`src/rtl/smc_pkg.sv`:
```
package smc_pkg;

  typedef enum logic [1:0] {
    ST_IDLE  = 2'd0,
    ST_RUN   = 2'd1,
    ST_GUARD = 2'd2
  } seq_st_t;

  // A bit position leads the mismatch when it differs and no earlier one did.
  function automatic logic lead_diff(input logic differs, input logic any_prior);
    return differs & ~any_prior;
  endfunction

  // Polarity of a leading mismatch: the operand holding the one is larger.
  function automatic logic [1:0] polarity(input logic hit, input logic a, input logic b);
    return {hit & a & ~b, hit & b & ~a};
  endfunction

  // Equality holds at the last bit when no mismatch was flagged in the frame.
  function automatic logic frame_equal(input logic last, input logic seen, input logic hit);
    return last & ~seen & ~hit;
  endfunction

endpackage

```
`src/rtl/frame_seq.sv`:
```
module frame_seq
  import smc_pkg::*;
#(
  parameter int W = 8
) (
  input  logic clk,
  input  logic rst_n,
  input  logic bit_valid,
  input  logic frame_start,
  output logic take,
  output logic first,
  output logic last,
  output logic in_guard,
  output logic in_idle,
  output logic late_start
);

  localparam int CW = $clog2(W + 1);
  localparam logic [CW-1:0] LAST_IDX = CW'(W - 1);

  seq_st_t         st;
  logic [CW-1:0]   cnt;

  always_comb begin
    in_idle    = (st == ST_IDLE);
    in_guard   = (st == ST_GUARD);
    first      = in_idle & bit_valid & frame_start;
    take       = first | ((st == ST_RUN) & bit_valid);
    last       = (st == ST_RUN) & bit_valid & (cnt == LAST_IDX);
    late_start = bit_valid & frame_start & ~in_idle;
  end

  always_ff @(posedge clk or negedge rst_n) begin
    if (!rst_n) begin
      st  <= ST_IDLE;
      cnt <= '0;
    end else begin
      unique case (st)
        ST_IDLE: begin
          if (first) begin
            st  <= ST_RUN;
            cnt <= CW'(1);
          end
        end
        ST_RUN: begin
          if (bit_valid) begin
            if (cnt == LAST_IDX) begin
              st  <= ST_GUARD;
              cnt <= '0;
            end else begin
              cnt <= cnt + CW'(1);
            end
          end
        end
        ST_GUARD: begin
          if (cnt == LAST_IDX) begin
            st  <= ST_IDLE;
            cnt <= '0;
          end else begin
            cnt <= cnt + CW'(1);
          end
        end
        default: begin
          st  <= ST_IDLE;
          cnt <= '0;
        end
      endcase
    end
  end


  guard_exit_chk: assert property (@(posedge clk) disable iff (!rst_n)
    $rose(st == ST_IDLE) |-> $past(st == ST_GUARD));


  run_count_chk: assert property (@(posedge clk) disable iff (!rst_n)
    (st == ST_RUN) |-> (cnt != '0) && (cnt <= LAST_IDX));

endmodule

```
`src/rtl/xor_hist.sv`:
```
module xor_hist #(
  parameter int W = 8
) (
  input  logic         clk,
  input  logic         rst_n,
  input  logic         take,
  input  logic         first,
  input  logic         in_guard,
  input  logic         in_idle,
  input  logic         x,
  output logic [W-2:0] prior
);

  localparam int HW = W - 1;

  logic [HW-1:0] hist;
  logic          sh_en;
  logic          sh_in;

  always_comb begin
    sh_en = take | in_guard;
    sh_in = take & x;
  end

  // Delayed lines 2..W; a fresh frame sees none of the old history.
  genvar k;
  generate
    for (k = 0; k < HW; k++) begin : g_line
      assign prior[k] = first ? 1'b0 : hist[k];
    end
  endgenerate

  generate
    for (k = 0; k < HW; k++) begin : g_stage
      if (k == 0) begin : g_head
        always_ff @(posedge clk or negedge rst_n) begin
          if (!rst_n)      hist[0] <= 1'b0;
          else if (sh_en)  hist[0] <= sh_in;
        end
      end else begin : g_tail
        always_ff @(posedge clk or negedge rst_n) begin
          if (!rst_n)      hist[k] <= 1'b0;
          else if (sh_en)  hist[k] <= first ? 1'b0 : hist[k-1];
        end
      end
    end
  endgenerate


  hist_clear_chk: assert property (@(posedge clk) disable iff (!rst_n)
    in_idle |-> (hist == '0));

endmodule

```
`src/rtl/first_diff_dec.sv`:
```
module first_diff_dec
  import smc_pkg::*;
#(
  parameter int W = 8
) (
  input  logic         clk,
  input  logic         rst_n,
  input  logic         take,
  input  logic         first,
  input  logic         last,
  input  logic         a,
  input  logic         b,
  input  logic [W-2:0] prior,
  output logic         hit,
  output logic         gt_d,
  output logic         lt_d,
  output logic         eq_d
);

  logic seen;
  logic any_prior;

  always_comb begin
    any_prior    = |prior;
    hit          = take & lead_diff(a ^ b, any_prior);
    {gt_d, lt_d} = polarity(hit, a, b);
    eq_d         = frame_equal(last, seen, hit);
  end

  always_ff @(posedge clk or negedge rst_n) begin
    if (!rst_n)     seen <= 1'b0;
    else if (take)  seen <= first ? hit : (seen | hit);
  end


  one_hit_chk: assert property (@(posedge clk) disable iff (!rst_n)
    (hit && !first) |-> !seen);

endmodule

```
`src/rtl/serial_mag_cmp.sv`:
```
module serial_mag_cmp
  import smc_pkg::*;
#(
  parameter int W = 8
) (
  input  logic clk,
  input  logic rst_n,
  input  logic bit_valid,
  input  logic frame_start,
  input  logic a_bit,
  input  logic b_bit,
  output logic a_gt_b,
  output logic a_lt_b,
  output logic a_eq_b,
  output logic start_err
);

  logic         take, first, last, in_guard, in_idle, late_start;
  logic [W-2:0] prior;
  logic         hit, gt_d, lt_d, eq_d;

  frame_seq #(.W(W)) u_seq (
    .clk        (clk),
    .rst_n      (rst_n),
    .bit_valid  (bit_valid),
    .frame_start(frame_start),
    .take       (take),
    .first      (first),
    .last       (last),
    .in_guard   (in_guard),
    .in_idle    (in_idle),
    .late_start (late_start)
  );

  xor_hist #(.W(W)) u_hist (
    .clk     (clk),
    .rst_n   (rst_n),
    .take    (take),
    .first   (first),
    .in_guard(in_guard),
    .in_idle (in_idle),
    .x       (a_bit ^ b_bit),
    .prior   (prior)
  );

  first_diff_dec #(.W(W)) u_dec (
    .clk  (clk),
    .rst_n(rst_n),
    .take (take),
    .first(first),
    .last (last),
    .a    (a_bit),
    .b    (b_bit),
    .prior(prior),
    .hit  (hit),
    .gt_d (gt_d),
    .lt_d (lt_d),
    .eq_d (eq_d)
  );

  always_ff @(posedge clk or negedge rst_n) begin
    if (!rst_n) begin
      a_gt_b    <= 1'b0;
      a_lt_b    <= 1'b0;
      a_eq_b    <= 1'b0;
      start_err <= 1'b0;
    end else begin
      a_gt_b    <= gt_d;
      a_lt_b    <= lt_d;
      a_eq_b    <= eq_d;
      start_err <= late_start;
    end
  end


  excl_out_chk: assert property (@(posedge clk) disable iff (!rst_n)
    $onehot0({a_gt_b, a_lt_b, a_eq_b}));


  gt_src_chk: assert property (@(posedge clk) disable iff (!rst_n)
    a_gt_b |-> $past(take && a_bit && !b_bit));


  lt_src_chk: assert property (@(posedge clk) disable iff (!rst_n)
    a_lt_b |-> $past(take && b_bit && !a_bit));


  eq_after_last_chk: assert property (@(posedge clk) disable iff (!rst_n)
    a_eq_b |-> $past(last && (a_bit == b_bit)));


  err_busy_chk: assert property (@(posedge clk) disable iff (!rst_n)
    start_err |-> $past(!in_idle && frame_start && bit_valid));


  guard_quiet_chk: assert property (@(posedge clk) disable iff (!rst_n)
    in_guard |=> !(a_gt_b || a_lt_b || a_eq_b));

endmodule

```
`config.mk`:
```
export PLATFORM = sky130hd
export DESIGN_NAME = serial_mag_cmp
export DESIGN_NICKNAME = d
export VERILOG_FILES = /design/src/rtl/smc_pkg.sv /design/src/rtl/frame_seq.sv /design/src/rtl/xor_hist.sv /design/src/rtl/first_diff_dec.sv /design/src/rtl/serial_mag_cmp.sv
export SDC_FILE = /design/constraint.sdc
export NUM_CORES = 1
export LEC_CHECK = 0
export CAP_MARGIN = 10
export CORE_MARGIN = 2
export CORE_UTILIZATION = 45
export DETAILED_ROUTE_END_ITERATION = 7
export PLACE_DENSITY = 0.66
export SLEW_MARGIN = 0
export SYNTH_ARGS = -nofsm -noshare
export SYNTH_HDL_FRONTEND = slang
export SYNTH_HIERARCHICAL = 1
export SYNTH_SLANG_ARGS = --single-unit
export TNS_END_PERCENT = 1
```
`constraint.sdc`:
```
create_clock -name clk -period 2.82 [get_ports clk]
set_input_delay 0.282 -clock clk [delete_from_list [all_inputs] [get_ports clk]]
set_output_delay 0.282 -clock clk [all_outputs]
set_load 0.01 [all_outputs]
```
Yosys cells after proc, flatten, opt, wreduce, memory -nomap -nowiden
Cells that the tools add are included.
{"block": "totals", "register_bits": 18, "input_bits": 6, "output_inout_bits": 4}
{"block": "op_classes", "addsub": 1, "muxes": 17, "eq_ne": 7, "bitwise": 25, "n_reduce_logical": 4}
{"cell": "1-bit bitwise AND", "n": 15}
{"cell": "4-bit 2-to-1 mux", "n": 3}
{"cell": "4-bit one-hot mux with 3 select lines", "n": 1}
{"cell": "1-bit 2-to-1 mux", "n": 8}
{"cell": "2-bit 2-to-1 mux", "n": 4}
{"cell": "7-bit OR reduction", "n": 1}
{"cell": "2-bit inequality test (second input constant)", "n": 3}
{"cell": "1-bit NOT", "n": 6}
{"cell": "2-bit one-hot mux with 3 select lines", "n": 1}
{"cell": "4-bit by 1-bit adder with 4-bit output (second input constant)", "n": 1}
{"cell": "4-bit by 3-bit equality test with 1-bit output (second input constant)", "n": 1}
{"cell": "4-bit AND reduction", "n": 1}
{"cell": "1-bit OR", "n": 3}
{"cell": "2-bit by 1-bit equality test with 1-bit output (second input constant)", "n": 1}
{"cell": "2-bit equality test (second input constant)", "n": 1}
{"cell": "2-bit logical NOT", "n": 1}
{"cell": "2-bit by 1-bit inequality test with 1-bit output (second input constant)", "n": 1}
{"cell": "2-bit AND reduction", "n": 1}
{"cell": "1-bit bitwise XOR", "n": 1}

Longest topological paths before layout
{"block": "depth", "ltp_word": 10, "depth_mapped": 6, "depth_no_buf": 6}

Modules after synthesis
Netlist, hierarchy kept.
{"mod": "frame_seq", "area_each_um2": 457.9, "n_inst": 1, "cells_each": 45}
{"mod": "xor_hist", "area_each_um2": 306.5, "n_inst": 1, "cells_each": 22}
{"mod": "serial_mag_cmp", "area_each_um2": 108.9, "n_inst": 1, "cells_each": 5}
{"mod": "first_diff_dec", "area_each_um2": 103.8, "n_inst": 1, "cells_each": 12}

Worst setup path before layout
Ideal clock, no wire load.
{"block": "synth_timing", "path_type": "register to register", "from": "reg u_seq.st[0]", "to": "reg a_eq_b", "path_stages_with_launch": 7, "required_time_ns": 2.694, "slack_ns": 0.605, "t_arrival_ns": 2.090, "setup_ns": 0.126, "synth_period_minus_slack_ns": 2.215, "path_cell_list": "dfrtp_1 > inv_1 > ha_1 > and3_1 > nand2b_1 > or4b_1 > o311a_1"}
{"block": "synth_via", "word_cells_on_any_way": 21, "classes_between": "1 x eq/ne; 7 x mux; 11 x bitwise; 2 x reduce/logical"}
{"item": "from (decl)", "line": "frame_seq.sv:21", "text": "seq_st_t st;"}
{"item": "from (signal assigned)", "line": "frame_seq.sv:35", "text": "st <= ST_IDLE;"}
{"item": "from (signal assigned)", "line": "frame_seq.sv:41", "text": "st <= ST_RUN;"}
{"item": "from (signal assigned)", "line": "frame_seq.sv:48", "text": "st <= ST_GUARD;"}
{"item": "2-bit logical NOT", "line": "frame_seq.sv:25", "text": "in_idle = (st == ST_IDLE);"}
{"item": "via in_idle", "line": "serial_mag_cmp.sv:18", "text": "logic take, first, last, in_guard, in_idle, late_start;"}
{"item": "1-bit bitwise AND (2 in series)", "line": "frame_seq.sv:27", "text": "first = in_idle & bit_valid & frame_start;"}
{"item": "via first", "line": "serial_mag_cmp.sv:18"}
{"item": "1-bit OR", "line": "frame_seq.sv:28", "text": "take = first | ((st == ST_RUN) & bit_valid);"}
{"item": "via take", "line": "serial_mag_cmp.sv:18"}
{"item": "1-bit bitwise AND", "line": "first_diff_dec.sv:25", "text": "hit = take & lead_diff(a ^ b, any_prior);"}
{"item": "1-bit NOT", "line": "smc_pkg.sv:21", "text": "return last & ~seen & ~hit;"}
{"item": "1-bit bitwise AND", "line": "smc_pkg.sv:21"}
{"item": "via eq_d", "line": "serial_mag_cmp.sv:20", "text": "logic hit, gt_d, lt_d, eq_d;"}
{"item": "to (signal assigned)", "line": "serial_mag_cmp.sv:70", "text": "a_eq_b <= eq_d;"}
{"item": "to (decl)", "line": "serial_mag_cmp.sv:14", "text": "output logic a_eq_b,"}
The timed path passes the listed nets, and every way through them passes these cells.
A chain may end at the register's enable or synchronous reset.

Final worst setup path
Same ends and word-level chain as after synthesis.

==> flow_summary.json <==
{
  "drv_cap": 0,
  "row_count": 16,
  "final_cell_count_no_fill": 123,
  "worstPathMaxFanout": 9,
  "die_y_um": 50.48,
  "cp.required_ns": 3.00,
  "fillers": 182,
  "status": "complete, no violations",
  "fin_crit_sh": 0.8492,
  "finalSetupTns_ns": 0,
  "hold_viol": 0,
  "clock-root-buffer": "clkbuf_4",
  "gp_congestion": 0.8265,
  "cp-start-kind": "flop",
  "synthCells": 83,
  "post_cts_buffers": 0,
  "syn_to_final_growth_pct": 16.47,
  "cts_resized": 0,
  "crit_buf_inv": 1,
  "overflow": 0,
  "worstPathCellList": "inv_1, ha_1, and3_1, nand2b_1, or4b_1, o311a_1",
  "first_pass_iters": 2,
  "vias": 649,
  "worst_ir_drop_vdd_uv": 561.1,
  "numClockSinks": 18,
  "final-setup-viol-count": 0,
  "final_cell_mix": "dfrtp_1, clkdlybuf4s50_1, mux2_2, nor2b_1, ha_1",
  "crit_type": "flop to flop",
  "initial_core_util": 0.4856,
  "grt_max_degree": 19,
  "reg2reg_to": "a_eq_b$_DFF_PN0_",
  "yosysWarnings": 6,
  "crit_path_max_incr_delay_ns": 0.53,
  "p_leak_nw": 0.5330,
  "synthesis.nets": 96,
  "syn_avg_cell_area_sq_um": 11.71,
  "min_path_type": "primary input to async pin",
  "stdcell_area_sq_mm": 0.001132,
  "worst_hold_slack_ns": 0.4485,
  "crit_path_end_kind": "flop",
  "timing.slew.headroom": 0.4613,
  "antenna_found_initial": 0,
  "rsz0062_at_grt": "false",
  "slew_viol_final": 0,
  "r2r_setup_slack_ns": 0.43,
  "cts_hold_buffers": 0,
  "core_area_sq_mm": 0.002002,
  "cts_tree": "built",
  "route.detailed.drc": 0,
  "placed_cell_area_sq_mm": 0.001096,
  "slowest_stage": "or4b_1",
  "pin_count": 10,
  "tightest_slew_ns": 0.8055,
  "die_x_um": 50.48,
  "track_usage": 0.1452,
  "routedWlPerCell_um": 12.95,
  "cts_buffer_depth": 2,
  "reg2reg_from": "u_seq/st[0]$_DFFE_PN0P_",
  "final_util": 0.5656,
  "final_common_cell": "dfrtp_1",
  "fmax_mhz": 417.6,
  "r2r_cells": 6,
  "drt_first_iter_violations": 5,
  "cp_top_family": "simple AND/OR/NAND/NOR gates",
  "power_density_mw_per_mm2": 922.1,
  "place_inst": 119,
  "syn_area_sq_um": 972.2,
  "layout.nets": 110,
  "fin_crit_ns": 2.395,
  "routed_wl_um": 1593,
  "grt_pass1_vias": 637,
  "io_buffers": 9,
  "antenna_cells": 0,
  "ant_nets": 0,
  "die_area_sq_mm": 0.002548,
  "htreeDepth": 1,
  "skew_ns": 0.004547,
  "cts_buffers": 3,
  "place_hpwl_um": 1214,
  "cp.arrival_ns": 2.58,
  "drive_above_1_share": 0.1771,
  "vias_per_cell": 5.276,
  "clk-insertion-delay-late_ns": 0.29,
  "clk_pin_slew_worst_paths_ns": 0.10,
  "grt_pass1_wl_um": 2808
}
## how the worst max path moves through the flow
stage	start	endpoint	slack, ns	depth (start not counted)
floorplan	u_seq/st[0]$_DFFE_PN0P_	a_eq_b$_DFF_PN0_	0.62	6
global placement	bit_valid	a_eq_b$_DFF_PN0_	0.46	5
detailed placement	bit_valid	a_eq_b$_DFF_PN0_	0.43	5
CTS	u_seq/st[0]$_DFFE_PN0P_	a_eq_b$_DFF_PN0_	0.42	6
global route	u_seq/st[0]$_DFFE_PN0P_	a_eq_b$_DFF_PN0_	0.25	6
finish	u_seq/st[0]$_DFFE_PN0P_	a_eq_b$_DFF_PN0_	0.43	6
## routing by layer
metal / wire [um] / global-route usage / vias up
li1: - / - / 326
met1: 828 / 0.2131 / 311
met2: 688 / 0.2083 / 12
met3: 77 / 0.03274 / 0
met4: 0 / 0.05405 / 0
met5: 0 / 0 / -
## final cells by class
cell class / count / area, sq um / area share
tap: 27 / 33.78 / 0.02983
multi-input combinational: 59 / 499.2 / 0.4409
clock buffer: 4 / 36.28 / 0.03204
timing repair buffer: 9 / 90.09 / 0.07956
inverter: 6 / 22.52 / 0.01989
sequential: 18 / 450.4 / 0.3978
## flip-flops by register name (all words and copies together) (netlist names)
name,cells
u_dec/seen,1
u_hist/hist,7
u_seq/cnt,4
a_gt_b,1
u_seq/st,2
a_eq_b,1
start_err,1
a_lt_b,1
## stage by stage
step | total power [mW] | setup WS (ns)
floorplan | 0.7820 | 0.6241
global placement | 0.8770 | 0.4622
detailed placement | 0.8966 | 0.4274
CTS | 1.056 | 0.4163
global route | 1.143 | 0.2510
finish | 1.044 | 0.4252
## where the power goes
part / switching [mW] / leakage, nW / internal, mW
clock network: 0.0779 / 0.0210 / 0.0786
logic: 0.253 / 0.277 / 0.244
registers: 0.0509 / 0.236 / 0.340
total: 0.382 / 0.533 / 0.662
Power figures use the tool's default switching activity.
